$ cat src/rtl/gpio_pkg.sv
package gpio_pkg;

  typedef enum logic [1:0] {
    PIN_INPUT = 2'b00,
    PIN_PUSH  = 2'b01,
    PIN_DRAIN = 2'b10,
    PIN_QUASI = 2'b11
  } pin_style_e;

  typedef struct packed {
    logic oe;
    logic val;
    logic pu;
  } pad_ctl_t;

  // Pad controls for one pin from its style, latch bit and boost state.
  function automatic pad_ctl_t style_to_pad(pin_style_e style, logic bit_d, logic boost);
    pad_ctl_t c;
    c = '{oe: 1'b0, val: 1'b0, pu: 1'b0};
    unique case (style)
      PIN_INPUT: c = '{oe: 1'b0, val: 1'b0, pu: 1'b0};
      PIN_PUSH:  c = '{oe: 1'b1, val: bit_d, pu: 1'b0};
      PIN_DRAIN: c = bit_d ? '{oe: 1'b0, val: 1'b0, pu: 1'b1}
                           : '{oe: 1'b1, val: 1'b0, pu: 1'b0};
      PIN_QUASI: begin
        if (!bit_d)     c = '{oe: 1'b1, val: 1'b0, pu: 1'b0};
        else if (boost) c = '{oe: 1'b1, val: 1'b1, pu: 1'b1};
        else            c = '{oe: 1'b0, val: 1'b0, pu: 1'b1};
      end
      default: c = '{oe: 1'b0, val: 1'b0, pu: 1'b0};
    endcase
    return c;
  endfunction

  // Width of a down-counter that holds values 0..n.
  function automatic int cnt_width(int n);
    return (n < 1) ? 1 : $clog2(n + 1);
  endfunction

endpackage

$ cat src/rtl/gpio_regs.sv
module gpio_regs #(
  parameter int NUM_PINS = 8,
  parameter int ADDR_W   = 4,
  parameter int DATA_W   = 32,
  parameter logic [ADDR_W-1:0] OFS_STYLE = 'h0,
  parameter logic [ADDR_W-1:0] OFS_LATCH = 'h4,
  parameter logic [ADDR_W-1:0] OFS_LEVEL = 'h8
) (
  input  logic                  clk,
  input  logic                  rst_n,
  input  logic                  wr,
  input  logic [ADDR_W-1:0]     addr,
  input  logic [DATA_W-1:0]     wdata,
  input  logic [NUM_PINS-1:0]   level,
  output logic [2*NUM_PINS-1:0] style_q,
  output logic [NUM_PINS-1:0]   latch_q,
  output logic [DATA_W-1:0]     rdata
);
  localparam int STYLE_W = 2 * NUM_PINS;

  logic hit_style, hit_latch;
  assign hit_style = wr && (addr == OFS_STYLE);
  assign hit_latch = wr && (addr == OFS_LATCH);

  always_ff @(posedge clk or negedge rst_n) begin
    if (!rst_n) begin
      style_q <= '1;
      latch_q <= '1;
    end else begin
      if (hit_style) style_q <= wdata[STYLE_W-1:0];
      if (hit_latch) latch_q <= wdata[NUM_PINS-1:0];
    end
  end

  always_comb begin
    rdata = '0;
    if (addr == OFS_STYLE)      rdata[STYLE_W-1:0]  = style_q;
    else if (addr == OFS_LATCH) rdata[NUM_PINS-1:0] = latch_q;
    else if (addr == OFS_LEVEL) rdata[NUM_PINS-1:0] = level;
  end

  logic unused_wdata_hi;
  assign unused_wdata_hi = &{1'b0, wdata[DATA_W-1:STYLE_W]};

endmodule

$ cat src/rtl/gpio_pin_drive.sv
module gpio_pin_drive
  import gpio_pkg::*;
#(
  parameter int BOOST_CYCLES = 2
) (
  input  logic       clk,
  input  logic       rst_n,
  input  logic [1:0] style,
  input  logic       bit_d,
  output logic       boost,
  output logic       oe,
  output logic       val,
  output logic       pu
);
  localparam int CNT_W = cnt_width(BOOST_CYCLES);

  logic             bit_prev;
  logic [CNT_W-1:0] cnt;
  logic             is_quasi, rise;
  pad_ctl_t         ctl;

  assign is_quasi = (pin_style_e'(style) == PIN_QUASI);
  assign rise     = is_quasi && bit_d && !bit_prev;
  assign boost    = rise || (cnt != '0);

  always_ff @(posedge clk or negedge rst_n) begin
    if (!rst_n) begin
      bit_prev <= 1'b1;
      cnt      <= '0;
    end else begin
      bit_prev <= bit_d;
      if (!is_quasi || !bit_d) cnt <= '0;
      else if (rise)           cnt <= CNT_W'(BOOST_CYCLES - 1);
      else if (cnt != '0)      cnt <= cnt - 1'b1;
    end
  end

  assign ctl = style_to_pad(pin_style_e'(style), bit_d, boost);
  assign oe  = ctl.oe;
  assign val = ctl.val;
  assign pu  = ctl.pu;

endmodule

$ cat src/rtl/gpio_in_sync.sv
module gpio_in_sync #(
  parameter int WIDTH  = 8,
  parameter int STAGES = 2
) (
  input  logic             clk,
  input  logic             rst_n,
  input  logic [WIDTH-1:0] d,
  output logic [WIDTH-1:0] q
);
  logic [WIDTH-1:0] stage [STAGES];

  always_ff @(posedge clk or negedge rst_n) begin
    if (!rst_n) begin
      for (int i = 0; i < STAGES; i++) stage[i] <= '0;
    end else begin
      stage[0] <= d;
      for (int i = 1; i < STAGES; i++) stage[i] <= stage[i-1];
    end
  end

  assign q = stage[STAGES-1];

endmodule

$ cat src/rtl/gpio_port_ctrl.sv
module gpio_port_ctrl #(
  parameter int NUM_PINS     = 8,
  parameter int ADDR_W       = 4,
  parameter int DATA_W       = 32,
  parameter int BOOST_CYCLES = 2,
  parameter int SYNC_STAGES  = 2
) (
  input  logic                clk,
  input  logic                rst_n,
  input  logic                reg_wr,
  input  logic [ADDR_W-1:0]   reg_addr,
  input  logic [DATA_W-1:0]   reg_wdata,
  output logic [DATA_W-1:0]   reg_rdata,
  input  logic [NUM_PINS-1:0] pad_in,
  output logic [NUM_PINS-1:0] pad_oe,
  output logic [NUM_PINS-1:0] pad_out,
  output logic [NUM_PINS-1:0] pad_pu_en
);
  logic [2*NUM_PINS-1:0] style_q;
  logic [NUM_PINS-1:0]   latch_q;
  logic [NUM_PINS-1:0]   level_q;
  logic [NUM_PINS-1:0]   boost_vec;

  gpio_regs #(
    .NUM_PINS(NUM_PINS), .ADDR_W(ADDR_W), .DATA_W(DATA_W)
  ) u_regs (
    .clk(clk), .rst_n(rst_n), .wr(reg_wr), .addr(reg_addr), .wdata(reg_wdata),
    .level(level_q), .style_q(style_q), .latch_q(latch_q), .rdata(reg_rdata)
  );

  gpio_in_sync #(.WIDTH(NUM_PINS), .STAGES(SYNC_STAGES)) u_sync (
    .clk(clk), .rst_n(rst_n), .d(pad_in), .q(level_q)
  );

  for (genvar p = 0; p < NUM_PINS; p++) begin : g_pin
    gpio_pin_drive #(.BOOST_CYCLES(BOOST_CYCLES)) u_drv (
      .clk(clk), .rst_n(rst_n),
      .style(style_q[2*p+1:2*p]), .bit_d(latch_q[p]),
      .boost(boost_vec[p]),
      .oe(pad_oe[p]), .val(pad_out[p]), .pu(pad_pu_en[p])
    );
  end

endmodule

$ cat config.mk
export PLATFORM = sky130hd
export DESIGN_NAME = gpio_port_ctrl
export DESIGN_NICKNAME = d
export VERILOG_FILES = /design/src/rtl/gpio_pkg.sv /design/src/rtl/gpio_regs.sv /design/src/rtl/gpio_pin_drive.sv /design/src/rtl/gpio_in_sync.sv /design/src/rtl/gpio_port_ctrl.sv
export SDC_FILE = /design/constraint.sdc
export NUM_CORES = 1
export LEC_CHECK = 0
export BUFFER_PORTS_ARGS = -buffer_cell sky130_fd_sc_hd__clkbuf_2
export CORE_AREA = 2 2 85 87
export DETAILED_ROUTE_END_ITERATION = 16
export DIE_AREA = 0 0 87 89
export MAX_ROUTING_LAYER = met4
export PLACE_DENSITY_LB_ADDON = 0.25
export SYNTH_ARGS = -nofsm -noshare
export SYNTH_HDL_FRONTEND = slang
export SYNTH_HIERARCHICAL = 1
export SYNTH_SLANG_ARGS = --single-unit
$ cat constraint.sdc
create_clock -name clk -period 2.3 [get_ports clk]
set_clock_uncertainty 0.15 [all_clocks]
set_input_delay 0.46 -clock clk [delete_from_list [all_inputs] [get_ports clk]]
set_output_delay 0.46 -clock clk [all_outputs]
set_load 0.05 [all_outputs]
Yosys cells after proc, flatten, opt, wreduce, memory -nomap -nowiden
Cells that the tools add are included.

Register bits after elaboration: 64. Output and inout port bits: 56.

Add/sub/neg operators: 8. Equality and inequality tests: 26. Mux-type cells: 60. Reduce and logical (&&, ||, !) cells: 83.

Operator list (count): one-hot mux 3 bit (4 select lines) (8); two-way mux 3 bit (24); two-way mux 2 bit (24); equality test 2 bit, second input constant (16); two-way mux 8 bit (4); logical NOT 1 bit (24); nonzero test 3 bit (8); logical AND 1 bit (18); equality test 2 x 1 -> 1 bit, second input constant (8); logical NOT 2 bit (8); logical OR 1 bit (16); nonzero test 2 bit (8); subtractor 2 x 1 -> 2 bit, second input constant (8); equality test 4 x 3 -> 1 bit, second input constant (1); equality test 4 bit, second input constant (1); logical NOT 4 bit (1).

Logic depth before layout (Yosys ltp)
Word-level depth: 7. Depth in mapped cells: 5.

Cells and area by module
The synthesis kept the hierarchy.

By module, submodules not included: gpio_pin_drive (instances 8, cells each 18, area an instance 182.7 um^2, seq. area each 76.3 um^2); gpio_regs (instances 1, cells each 116, area an instance 1416.4 um^2, seq. area each 630.6 um^2); gpio_in_sync (instances 1, cells each 24, area an instance 460.4 um^2, seq. area each 400.4 um^2).

Worst setup path before layout
No wires, ideal clock.

Kind: input -> output. From: in reg_addr[3]. To: out reg_rdata[0]. Arrival time: 1.855 ns. Data required time: 1.690 ns. Slack: -0.165 ns. Stages: 5. Path buffers: 2. Path through: clkbuf_1 > nor2b_1 > buf_2 > nand2_1 > a21oi_1.

Word-level cells in the longest chain between the ends: 4. Elaborated cells between the ends (all ways): 6. Those cells by class: eq/ne (2); mux (3); reduce/logical (1).

RTL lines: start, declared (line gpio_port_ctrl.sv:11) `input logic [ADDR_W-1:0] reg_addr,`; equality test 4 bit (line gpio_regs.sv:39) `else if (addr == OFS_LEVEL) rdata[NUM_PINS-1:0] = level;`; two-way mux 8 bit (line gpio_regs.sv:39); two-way mux 8 bit (line gpio_regs.sv:38) `else if (addr == OFS_LATCH) rdata[NUM_PINS-1:0] = latch_q;`; two-way mux 8 bit (*) (line gpio_regs.sv:37) `if (addr == OFS_STYLE) rdata[STYLE_W-1:0] = style_q;`; end, declared (line gpio_port_ctrl.sv:13) `output logic [DATA_W-1:0] reg_rdata,`.

Every way passes the cells marked *; elsewhere a longest branch is shown, timed or not.

Final worst setup path
From: reg u_regs.latch_q[2]. To: out reg_rdata[2].

Word-level cells in the longest chain between the ends: 2.

RTL lines: start, declared (line gpio_regs.sv:16) `output logic [NUM_PINS-1:0] latch_q,`; start signal, assigned (line gpio_regs.sv:31) `if (hit_latch) latch_q <= wdata[NUM_PINS-1:0];`; two-way mux 8 bit (line gpio_regs.sv:38); two-way mux 8 bit (line gpio_regs.sv:37).

No other way between the ends.

==> metrics.md <==
| Metric | Value |
|---|---|
| Status | finished, final reports clean |
| CTS sink count | 64 |
| Post-DP Area | 3780 um2 |
| Fin. Hold Viols | 0 |
| Worst skew pair latency | 0.33 ns |
| DR vias | 2,173 |
| Post-Syn Area | 3300 um2 |
| DR WL/cell | 13.8 um |
| Max-slew violations | 0 |
| Syn-to-layout area delta | 24.4% |
| N_diodes | 0 |
| Synth warnings | 6 |
| Multi-input logic area | 1450 um2 |
| Layout cell share with drive strength beyond 1 | 58.9% |
| First-pass GRT wire length | 9.91 mm |
| Die area | 7740 um2 |
| Via/cell ratio | 4.86 |
| Die Height | 89 um |
| Cells after Synth | 276 |
| Top-level port count | 103 |
| Crit start category | register |
| Commonest non-fill, non-tap cell in the layout | clkbuf_2 |
| Critical path data arrival time | 1.63 ns |
| Maximum VDD drop | 0.630 mV |
| RSZ-0062 raised after global routing | true |
| Max Buffers Root-to-Sink | 2 |
| Crit Path Max Fanout | 7 |
| Hold Path End | u_sync/stage[8] |
| Period utilisation layout | 97.2% |
| R2R Setup Slk | 0.86 ns |
| Nets | 417 |
| Worst r2r src | g_pin[6].u_drv/cnt[1] |
| Max-cap check violation count | 0 |
| Die Wd | 87 um |
| Commonest non-fill, non-tap cells in the layout | clkbuf_2, inv_1, dfstp_2, dfrtp_1, buf_4 |
| Final WL | 6.15 mm |
| Total global routing overflow | 0 |
| CTS Buf Count | 9 |
| WHS Path Cells | 1 |
| Port bufs | 70 |
| Antenna Nets Post-Route | 0 |
| Filler cell count | 564 |
| Antenna violations before repair | 0 |
| Fin crit period | 2.24 ns |
| Core area | 6720 um2 |
| Core Rows | 30 |
| CTS tree | built |
| Data required time of the worst path | 1.69 ns |
| Fin worst setup slack | 0.0645 ns |
| DRC Markers | 0 |
| Power density over the cells | 877 nW/um2 |
| Crit. End Element | primary output |
| Slew headroom | 65.9% |
| Crit path kind | reg2out |
| Reg2reg end | g_pin[6].u_drv/cnt[1] |
| Pre-CTS setup slack | 0.0608 ns |
| Worst Hold Class | in2reg |
| Initial cell density of the core | 49.1% |
| Final instance area | 4100 um2 |
| Mean post-synth cell area | 11.9 um2 |
| First DRT Iteration DRCs | 76 |
| Worst Tran Pin Value | 0.509 ns |
| Gr usage total | 17.5% |
| Clock Pin Slew Worst Setup and Hold Paths | 0.07 ns |
| Drt first pass iters | 4 |
| # H-tree levels | 3 |
| Largest net degree at the start of global routing | 65 |
| Seq. cell area | 1640 um2 |
| Vias in the first global route | 2,056 |
| Final GP Congestion | 0.781 |
| Min-delay src | pad_in[0] |
| Final hold slack | 0.0728 ns |
| Hpwl dp | 4.38 mm |
| R2R depth | 4 |
| Final setup fails | 0 |
| Leakage | 1.90 nW |
| FMAX | 0.447 GHz |
| Root buffer selected by CTS | clkbuf_8 |
## flip-flops by register name, indices dropped and copies added (netlist names)
register and cells:
u_sync/stage 8, u_regs/latch_q 8, g_pin.u_drv/cnt 16, u_regs/style_q 16, g_pin.u_drv/bit_prev 8, u_sync/q 8
## how the worst max path moves through the flow
stage	start	endpoint	slack, ns	cells past startpoint
3_5_place_dp	reg_addr[2]	reg_rdata[2]	0.06	6
5_1_grt	u_regs/latch_q[4]	reg_rdata[4]	-0.02	4
6_report	u_regs/latch_q[2]	reg_rdata[2]	0.06	4
2_1_floorplan	reg_addr[3]	reg_rdata[0]	0.13	5
3_3_place_gp	reg_addr[2]	reg_rdata[2]	0.07	6
4_1_cts	u_regs/latch_q[5]	reg_rdata[5]	0.006	4
## layout make-up
class                      instances  area share, %
inverter                          32           2.93
multi-input combinational        166           35.3
clock inverter                     6          0.854
timing repair buffer              89           15.2
clock buffer                      10           3.35
tap                               80           2.44
sequential                        64           40.0
## worst max-delay path, stage by stage (launching register included)
cell and delay, ns:
dfstp_2 0.59, mux2i_1 0.08, or2_2 0.30, a21oi_4 0.16, buf_12 0.15
## where the power goes
group	internal (mW)	total (mW)	switching, mW
Sequential	1.38	1.54	0.155
Combinational	0.452	1.23	0.778
Clock	0.411	0.830	0.419
Total	2.25	3.60	1.35
## timing repair
action                                  CTS  global route
endpoints found under the hold margin    32             0
buffers inserted                          0            12
endpoints found under the setup margin    2            16
hold buffers                              1             0
gates cloned                              0             0
pin swaps                                 0             0
resized for setup                         3             8
## metrics by stage
step / total power, mW / utilization (%) / instances / setup TNS, ns
3_5_place_dp: 2.71 / 56.2 / 418 / 0
5_1_grt: 3.79 / 61.1 / 447 / -0.0248
4_1_cts: 3.57 / 59.2 / 435 / 0
6_report: 3.60 / 61.1 / 447 / 0
2_1_floorplan: 2.46 / - / 291 / 0
3_3_place_gp: 2.68 / 56.2 / 418 / 0
## layer usage
layer  track usage (%)  vias to the layer above  part of all wire (%)
met5                 -                        -                     0
met4              6.82                        0                   1.5
met3              4.71                       10                   5.2
met2              27.5                       54                    49
met1              21.6                     1047                    44
li1                  -                     1062                     -
No activity file was read; power rests on OpenSTA's default activity.
